--- src/rtl/peci_fe_pkg.sv ---
// Shared offsets, bit positions and types of the PECI host front-end.
// Assumes byte addressing with word-aligned registers.
package peci_fe_pkg;
    localparam int unsigned OFS_CSR    = 'h00;
    localparam int unsigned OFS_RDLEN  = 'h04;
    localparam int unsigned OFS_TGT    = 'h08;
    localparam int unsigned OFS_CMD    = 'h0C;
    localparam int unsigned OFS_PULL   = 'h10;
    localparam int unsigned OFS_WRLEN  = 'h1C;
    localparam int unsigned OFS_RATE   = 'h2C;
    localparam int unsigned DATA_PAGE  = 1;     // bank lives at 0x100..0x1FF

    localparam int unsigned BIT_BUSY = 0;
    localparam int unsigned BIT_DONE = 1;
    localparam int unsigned BIT_CRC  = 3;
    localparam int unsigned BIT_ABRT = 4;
    localparam int unsigned BIT_IEN  = 6;

    typedef struct packed {
        logic abrt;
        logic crc;
        logic done;
    } fe_status_t;
endpackage

--- src/rtl/peci_fe_seq.sv ---
// Start/busy sequencer with sticky result flags and the interrupt level.
// Assumes the engine pulses done for one cycle per transaction; a
// completion seen while idle is discarded.
module peci_fe_seq
    import peci_fe_pkg::*;
(
    input  logic       clk,
    input  logic       rst_n,
    input  logic       csr_we,
    input  logic       wr_start,
    input  logic       wr_ien,
    input  logic       clr_done,
    input  logic       clr_crc,
    input  logic       clr_abrt,
    input  logic       eng_done,
    input  logic       eng_crc_err,
    input  logic       eng_abort,
    output logic       busy,
    output logic       start_pulse,
    output logic       ien,
    output fe_status_t sts,
    output logic       irq
);
    logic finish;
    assign finish = busy & eng_done;

    // Launch on an idle start write, release busy on completion.
    always_ff @(posedge clk) begin
        if (!rst_n) begin
            busy        <= 1'b0;
            start_pulse <= 1'b0;
        end else begin
            start_pulse <= 1'b0;
            if (finish) begin
                busy <= 1'b0;
            end else if (!busy && csr_we && wr_start) begin
                busy        <= 1'b1;
                start_pulse <= 1'b1;
            end
        end
    end

    // Sticky result flags: a completion sets them, and wins over a clear.
    always_ff @(posedge clk) begin
        if (!rst_n) begin
            sts <= '0;
            ien <= 1'b0;
        end else begin
            if (csr_we) ien <= wr_ien;
            sts.done <= (sts.done & ~(csr_we & clr_done)) | finish;
            sts.crc  <= (sts.crc  & ~(csr_we & clr_crc))  | (finish & eng_crc_err);
            sts.abrt <= (sts.abrt & ~(csr_we & clr_abrt)) | (finish & eng_abort);
        end
    end

    // Level interrupt from the enabled flags.
    always_comb irq = ien & (sts.done | sts.crc | sts.abrt);

    p_start_pulse_r2: assert property (@(posedge clk) disable iff (!rst_n)
        $rose(busy) |-> start_pulse);
    p_busy_release_r3: assert property (@(posedge clk) disable iff (!rst_n)
        (busy && eng_done) |=> (!busy && sts.done));
    p_err_with_done_r4: assert property (@(posedge clk) disable iff (!rst_n)
        ($rose(sts.crc) || $rose(sts.abrt)) |-> sts.done);
    p_w1c_r5: assert property (@(posedge clk) disable iff (!rst_n)
        (csr_we && clr_done && !(busy && eng_done)) |=> !sts.done);
    p_irq_hold_r6: assert property (@(posedge clk) disable iff (!rst_n)
        (irq && !csr_we) |=> irq);
    p_single_start_r7: assert property (@(posedge clk) disable iff (!rst_n)
        start_pulse |=> !start_pulse);
endmodule

--- src/rtl/peci_fe_bank.sv ---
// Byte-wide data slots shared by software (outgoing) and the engine
// (incoming). Assumes the caller never enables both writers together.
module peci_fe_bank #(
    parameter int DEPTH = 16,
    parameter int IDX_W = $clog2(DEPTH)
) (
    input  logic             clk,
    input  logic             rst_n,
    input  logic             bus_we,
    input  logic [IDX_W-1:0] bus_idx,
    input  logic [7:0]       bus_wbyte,
    input  logic             eng_we,
    input  logic [IDX_W-1:0] eng_idx,
    input  logic [7:0]       eng_wbyte,
    input  logic [IDX_W-1:0] rd_idx,
    output logic [7:0]       rd_byte,
    input  logic [IDX_W-1:0] tx_idx,
    output logic [7:0]       tx_byte
);
    logic [7:0] slot [DEPTH];

    // One register per slot; the engine writer takes priority.
    for (genvar g = 0; g < DEPTH; g++) begin : g_slot
        always_ff @(posedge clk) begin
            if (!rst_n)
                slot[g] <= '0;
            else if (eng_we && eng_idx == IDX_W'(g))
                slot[g] <= eng_wbyte;
            else if (bus_we && bus_idx == IDX_W'(g))
                slot[g] <= bus_wbyte;
        end
    end

    // Two independent read ports.
    always_comb begin
        rd_byte = slot[rd_idx];
        tx_byte = slot[tx_idx];
    end

    p_no_dual_write_r9: assert property (@(posedge clk) disable iff (!rst_n)
        !(bus_we && eng_we));
endmodule

--- src/rtl/peci_host_frontend.sv ---
// Register decode and configuration of the PECI host front-end. It
// launches an external transfer engine and collects its results.
// Assumes ADDR_W > 8 and DEPTH <= 64 (the bank fits in page 1).
module peci_host_frontend
    import peci_fe_pkg::*;
#(
    parameter int ADDR_W   = 10,
    parameter int DEPTH    = 16,
    parameter int IDX_W    = $clog2(DEPTH),
    parameter int RATE_RST = 15
) (
    input  logic              clk,
    input  logic              rst_n,
    input  logic              bus_sel,
    input  logic              bus_we,
    input  logic [ADDR_W-1:0] bus_addr,
    input  logic [31:0]       bus_wdata,
    output logic [31:0]       bus_rdata,
    output logic              eng_start,
    output logic [7:0]        eng_tgt,
    output logic [7:0]        eng_cmd,
    output logic [6:0]        eng_wr_len,
    output logic [6:0]        eng_rd_len,
    output logic [4:0]        eng_rate,
    output logic [1:0]        eng_pulldn,
    input  logic [IDX_W-1:0]  eng_tx_idx,
    output logic [7:0]        eng_tx_byte,
    input  logic              eng_rx_we,
    input  logic [IDX_W-1:0]  eng_rx_idx,
    input  logic [7:0]        eng_rx_byte,
    input  logic              eng_done,
    input  logic              eng_crc_err,
    input  logic              eng_abort,
    output logic              irq
);
    localparam logic [6:0] DEPTH7 = 7'(DEPTH);

    logic       wr;
    logic       hit_csr, hit_rdlen, hit_tgt, hit_cmd, hit_pull, hit_wrlen, hit_rate, hit_data;
    logic       busy, ien;
    fe_status_t sts;
    logic [7:0] tgt_q, cmd_q;
    logic [6:0] rdlen_q, wrlen_q;
    logic [1:0] pull_q;
    logic [4:0] rate_q;
    logic [7:0] data_rd;
    logic       unused_bits;

    assign wr          = bus_sel & bus_we;
    assign unused_bits = ^{bus_wdata[31:8], bus_addr[1:0]};

    // Address decode of every mapped location.
    always_comb begin
        hit_csr   = bus_addr == ADDR_W'(OFS_CSR);
        hit_rdlen = bus_addr == ADDR_W'(OFS_RDLEN);
        hit_tgt   = bus_addr == ADDR_W'(OFS_TGT);
        hit_cmd   = bus_addr == ADDR_W'(OFS_CMD);
        hit_pull  = bus_addr == ADDR_W'(OFS_PULL);
        hit_wrlen = bus_addr == ADDR_W'(OFS_WRLEN);
        hit_rate  = bus_addr == ADDR_W'(OFS_RATE);
        hit_data  = (bus_addr[ADDR_W-1:8] == (ADDR_W-8)'(DATA_PAGE))
                    && ({1'b0, bus_addr[7:2]} < DEPTH7);
    end

    // Transaction settings: frozen while busy.
    always_ff @(posedge clk) begin
        if (!rst_n) begin
            tgt_q   <= '0;
            cmd_q   <= '0;
            rdlen_q <= '0;
            wrlen_q <= '0;
        end else if (wr && !busy) begin
            if (hit_tgt)   tgt_q   <= bus_wdata[7:0];
            if (hit_cmd)   cmd_q   <= bus_wdata[7:0];
            if (hit_rdlen) rdlen_q <= bus_wdata[6:0];
            if (hit_wrlen) wrlen_q <= bus_wdata[6:0];
        end
    end

    // Line settings: writable at any time.
    always_ff @(posedge clk) begin
        if (!rst_n) begin
            pull_q <= '0;
            rate_q <= 5'(RATE_RST);
        end else if (wr) begin
            if (hit_pull) pull_q <= bus_wdata[7:6];
            if (hit_rate) rate_q <= bus_wdata[4:0];
        end
    end

    peci_fe_seq u_seq (
        .clk         (clk),
        .rst_n       (rst_n),
        .csr_we      (wr && hit_csr),
        .wr_start    (bus_wdata[BIT_BUSY]),
        .wr_ien      (bus_wdata[BIT_IEN]),
        .clr_done    (bus_wdata[BIT_DONE]),
        .clr_crc     (bus_wdata[BIT_CRC]),
        .clr_abrt    (bus_wdata[BIT_ABRT]),
        .eng_done    (eng_done),
        .eng_crc_err (eng_crc_err),
        .eng_abort   (eng_abort),
        .busy        (busy),
        .start_pulse (eng_start),
        .ien         (ien),
        .sts         (sts),
        .irq         (irq)
    );

    peci_fe_bank #(.DEPTH(DEPTH), .IDX_W(IDX_W)) u_bank (
        .clk       (clk),
        .rst_n     (rst_n),
        .bus_we    (wr && hit_data && !busy),
        .bus_idx   (bus_addr[2 +: IDX_W]),
        .bus_wbyte (bus_wdata[7:0]),
        .eng_we    (eng_rx_we && busy),
        .eng_idx   (eng_rx_idx),
        .eng_wbyte (eng_rx_byte),
        .rd_idx    (bus_addr[2 +: IDX_W]),
        .rd_byte   (data_rd),
        .tx_idx    (eng_tx_idx),
        .tx_byte   (eng_tx_byte)
    );

    // Read mux; unmapped offsets return zero.
    always_comb begin
        bus_rdata = '0;
        if (hit_csr) begin
            bus_rdata[BIT_BUSY] = busy;
            bus_rdata[BIT_DONE] = sts.done;
            bus_rdata[BIT_CRC]  = sts.crc;
            bus_rdata[BIT_ABRT] = sts.abrt;
            bus_rdata[BIT_IEN]  = ien;
        end
        else if (hit_rdlen) bus_rdata[6:0] = rdlen_q;
        else if (hit_tgt)   bus_rdata[7:0] = tgt_q;
        else if (hit_cmd)   bus_rdata[7:0] = cmd_q;
        else if (hit_pull)  bus_rdata[7:6] = pull_q;
        else if (hit_wrlen) bus_rdata[6:0] = wrlen_q;
        else if (hit_rate)  bus_rdata[4:0] = rate_q;
        else if (hit_data)  bus_rdata[7:0] = data_rd;
    end

    // Engine-facing settings.
    always_comb begin
        eng_tgt    = tgt_q;
        eng_cmd    = cmd_q;
        eng_wr_len = wrlen_q;
        eng_rd_len = rdlen_q;
        eng_rate   = rate_q;
        eng_pulldn = pull_q;
    end

    p_cfg_frozen_r7: assert property (@(posedge clk) disable iff (!rst_n)
        busy |=> ($stable(tgt_q) && $stable(cmd_q) && $stable(rdlen_q) && $stable(wrlen_q)));
endmodule

--- config.mk ---
export PLATFORM = sky130hd
export DESIGN_NAME = peci_host_frontend
export DESIGN_NICKNAME = d
export VERILOG_FILES = /design/src/rtl/peci_fe_pkg.sv /design/src/rtl/peci_fe_seq.sv /design/src/rtl/peci_fe_bank.sv /design/src/rtl/peci_host_frontend.sv
export SDC_FILE = /design/constraint.sdc
export NUM_CORES = 1
export LEC_CHECK = 0
export BUFFER_PORTS_ARGS = -buffer_cell sky130_fd_sc_hd__buf_2
export CAP_MARGIN = 20
export CORE_MARGIN = 2
export CORE_UTILIZATION = 35
export DETAILED_ROUTE_END_ITERATION = 6
export SKIP_LAST_GASP = 1
export SLEW_MARGIN = 0
export SYNTH_ARGS = -nofsm -noshare
export SYNTH_HDL_FRONTEND = slang
export SYNTH_SLANG_ARGS = --single-unit
--- constraint.sdc ---
create_clock -name clk -period 4.4 [get_ports clk]
set_input_delay 0.22 -clock clk [delete_from_list [all_inputs] [get_ports clk]]
set_output_delay 0.22 -clock clk [all_outputs]
set_load 0.1 [all_outputs]
==> Flow_metrics.wiki <==
{| class="wikitable"
! Metric !! Value
|-
| Outcome || complete, no violations
|-
| Total of max-cap violations || 0
|-
| I/O pin count || 145
|-
| Total clock buffers created by CTS || 17
|-
| Reg-to-reg critical path startpoint || u_seq.busy
|-
| Sum of negative setup slack || 0 ns
|-
| Number of distinct library cells after synthesis || 60
|-
| Source of the worst hold timing path || eng_crc_err
|-
| Largest net degree at the start of global routing || 64
|-
| Fraction of final layout cells sized beyond drive strength 1 || 0.2949
|-
| Clk pin slew, worst setup/hold paths || 0.06 ns
|-
| H-tree depth || 4
|-
| Net Switching || 0.001160 W
|-
| Non-filler cells in the finished layout || 1235
|-
| Area share of the largest cell type after synthesis || 0.3795
|-
| Relative contribution of sequential cells to total power || 0.452
|-
| Proportion of power drawn by the clock network || 0.387
|-
| Vias in the first global route || 7437
|-
| Worst slew pin tran || 0.9613 ns
|-
| Portion of total power attributed to combinational logic || 0.161
|-
| Die boundary width || 174.1 microns
|-
| Internal power || 0.002866 W
|-
| Area of the mapped netlist || 0.01013 sq mm
|-
| Top cells by area in the synthesized netlist || edfxtp_1, mux4_2, a22o_1, dfxtp_1, mux2i_1
|-
| Sequential element share of the synthesized area || 0.4645
|-
| Mapped Cells || 776
|-
| Number of instances resized during post-cts repair || 0
|-
| Startpoint-to-endpoint class of the critical path || primary input to output port
|-
| Root buffer selected by CTS || clkbuf_16
|-
| Clock period minus worst slack || 3.159 ns
|-
| Fin crit share || 0.7179
|-
| Die Span Y || 174.1 microns
|-
| Crit path launch type || primary input
|-
| Starting utilization of the core area || 0.3538
|-
| Top achievable clock speed || 316.6 MHz
|-
| Total global routing overflow || 0
|-
| Critical Path AT || 2.94 ns
|-
| First-pass GRT wire length || 49.99 mm
|-
| Placement Rows || 62
|-
| Peak fanout along the critical path || 31
|-
| Final worst-path setup slack || 1.241 ns
|-
| DRC viols || 0
|-
| Maximum buffer depth of the clock tree || 2
|-
| Total die area || 0.03032 sq mm
|-
| Fin Hold WS || 0.09244 ns
|-
| Area growth from synthesis to layout || 13.01%
|-
| Slack of the worst reg-to-reg path || 1.96 ns
|-
| Post-CTS setup-driven buffer insertion count || 0
|-
| Synthesis Warnings || 0
|-
| Leakage power summed over all cells || 3.962 nW
|-
| Instance count after placement with tap cells included || 1203
|-
| Dpl ws || 1.215 ns
|-
| Post-synth ARST share || 0
|-
| Setup violations, final || 0
|-
| Routed wire length per instance || 27.42 microns
|-
| Via-per-instance ratio || 6.135
|-
| Top FF cell, synth || edfxtp_1
|-
| Number of hold buffers added after cts || 0
|-
| Final-stage net count || 905
|-
| Initial antenna violation count || 0
|-
| Final count of pins violating max slew || 0
|-
| Hold path endpoint || u_seq.sts[1]
|-
| Initial drt markers || 884
|-
| Clock insertion delay at the later pin of the skew report || 0.43 ns
|-
| Worst reg-to-reg path cell count || 4
|-
| Power Total || 0.004026 W
|-
| Dominant cell type by area after synthesis || edfxtp_1
|-
| RSZ-0062 raised after global routing || false
|-
| Total power density per cell area || 351.7 mW/mm^2
|-
| Routability congestion estimate || 0.8987
|-
| Number of endpoints with negative hold slack in the final report || 0
|-
| Count of state elements after synthesis || 171
|-
| Count of cells along the worst hold path || 3
|-
| Placed wire-length estimate after detailed placement || 23.09 mm
|-
| Number of port buffers || 96
|-
| Via count of the routed design || 7577
|-
| Worst IR Drop VDD || 0.0002794 V
|-
| Diodes inserted || 0
|-
| Number of synthesized flops with an enable pin || 128
|-
| TritonCTS clock tree || yes
|-
| Rel. slew slack || 0.3591
|-
| Detailed-router iteration count before antenna repair || 6
|-
| Global-route usage over all layers || 0.2252
|-
| Worst min-delay path class || primary input to flop
|-
| WP data required || 4.18 ns
|-
| Sw frac || 0.2881
|-
| Final wirelength || 33.87 mm
|-
| Destination of the worst register-to-register timing path || u_bank.slot[0][3]
|-
| Setup clock skew after layout || 0.009629 ns
|-
| Num Clock Sinks || 171
|-
| Mean cell area of the mapped netlist || 13.05 sq um
|-
| Core area || 0.02863 sq mm
|-
| Crit path capture type || output port
|-
| Antenna-violating nets left || 0
|}
## worst max-delay path by stage
stage	startpoint	endpoint	cells after the start
after floorplan	eng_cmd[5]	bus_rdata[5]	3
after global placement	bus_addr[2]	bus_rdata[5]	8
after detailed placement	bus_addr[2]	bus_rdata[5]	8
after CTS	bus_addr[2]	bus_rdata[5]	8
after global routing	bus_addr[2]	bus_rdata[5]	8
final	bus_addr[2]	bus_rdata[5]	8
## synth_stat cells, types with 3 or more instances
cell      instances
a22o_1          128
edfxtp_1        128
mux4_2           72
nand2_1          52
mux2i_1          44
nor2b_1          44
dfxtp_1          43
clkbuf_1         40
buf_4            26
nor2_1           22
o221ai_1         16
buf_2            15
a21oi_1          13
buf_1            13
nand3_1          13
o21ai_0          12
nor2_2           11
and2_1            4
mux4_1            4
nor2_4            4
nor3_4            4
a21o_1            3
a221oi_1          3
a32oi_1           3
and3_1            3
buf_6             3
inv_1             3
nand2b_1          3
nand4_1           3
o22ai_1           3
## critical path, stage by stage
cell and delay (ns):
buf_2 0.68, buf_4 0.53, mux4_2 0.62, a22oi_1 0.25, nand3_1 0.13, nand2_1 0.09, o31ai_1 0.08, buf_2 0.31
## registers in the layout (all words and copies together), names as in the netlist
name and count:
eng_rate 5, eng_pulldn 2, eng_tgt 8, eng_cmd 8
u_bank.slot 128, u_seq.sts 3, u_seq.start_pulse 1, eng_wr_len 7
u_seq.busy 1, eng_rd_len 7, u_seq.ien 1
## through the flow
step	utilization	area, sq um
CTS	0.3996	11440
global placement	0.3788	10840
floorplan	-	10210
finish	0.3999	11450
global route	0.3999	11450
detailed placement	0.3788	10840
## final cells by class
type | instances | area [sq um]
clock buffers | 18 | 429.2
clock inverters | 13 | 166.4
fillers | 2697 | 17180
inverters | 4 | 15.01
multi-input cells | 527 | 4992
flip-flops and latches | 171 | 4705
well taps | 384 | 480.5
repair buffers | 118 | 658.1
## placed cells by master (no fill, tap or decap), types with 3 or more instances in the layout
cell	netlist	layout
edfxtp_1	128	128
mux4_2	72	72
a22o_1	128	128
inv_6	0	3
inv_1	3	3
and3_1	3	3
clkbuf_16	0	17
o21ai_0	12	12
mux4_1	4	4
nand4_1	3	3
nor3_4	4	4
nand2_1	52	52
dfxtp_1	43	43
a21o_1	3	3
bufinv_16	0	3
a21oi_1	13	13
nor2_4	4	4
nor2_2	11	11
a221oi_1	3	3
a32oi_1	3	3
nor2_1	22	22
nand3_1	13	13
conb_1	1	24
o221ai_1	16	16
and2_1	4	4
nor2b_1	44	44
buf_2	15	96
nand2b_1	3	3
buf_4	26	21
o22ai_1	3	3
mux2i_1	44	44
clkinvlp_4	0	3
## power by group through the flow
stage          combinational, W  sequential (W)  clock (W)
6_report               0.000648         0.00182    0.00156
5_1_grt                0.000671         0.00183    0.00163
4_1_cts                0.000643         0.00182    0.00156
3_5_place_dp           0.000642         0.00185          0
3_3_place_gp           0.000639         0.00185          0
2_1_floorplan          0.000487         0.00184          0
## routing by layer
metal,wire (microns),vias to the layer above,track usage
met2,16220,462,0.3657
met3,3176,52,0.04878
met1,13690,3855,0.3016
met4,783,0,0.07178
met5,0,-,0
li1,-,3208,-
## cells by family after synthesis
logic type	Yosys count	synth area share
AOI/OAI and AO/OA	197	0.1589
and+or+nand+nor	184	0.1090
DFF	171	0.4645
muxes	122	0.2162
buffers and inverters	101	0.05114
other	1	0.0003702
Note: power is estimated with default switching activity, not from simulation.
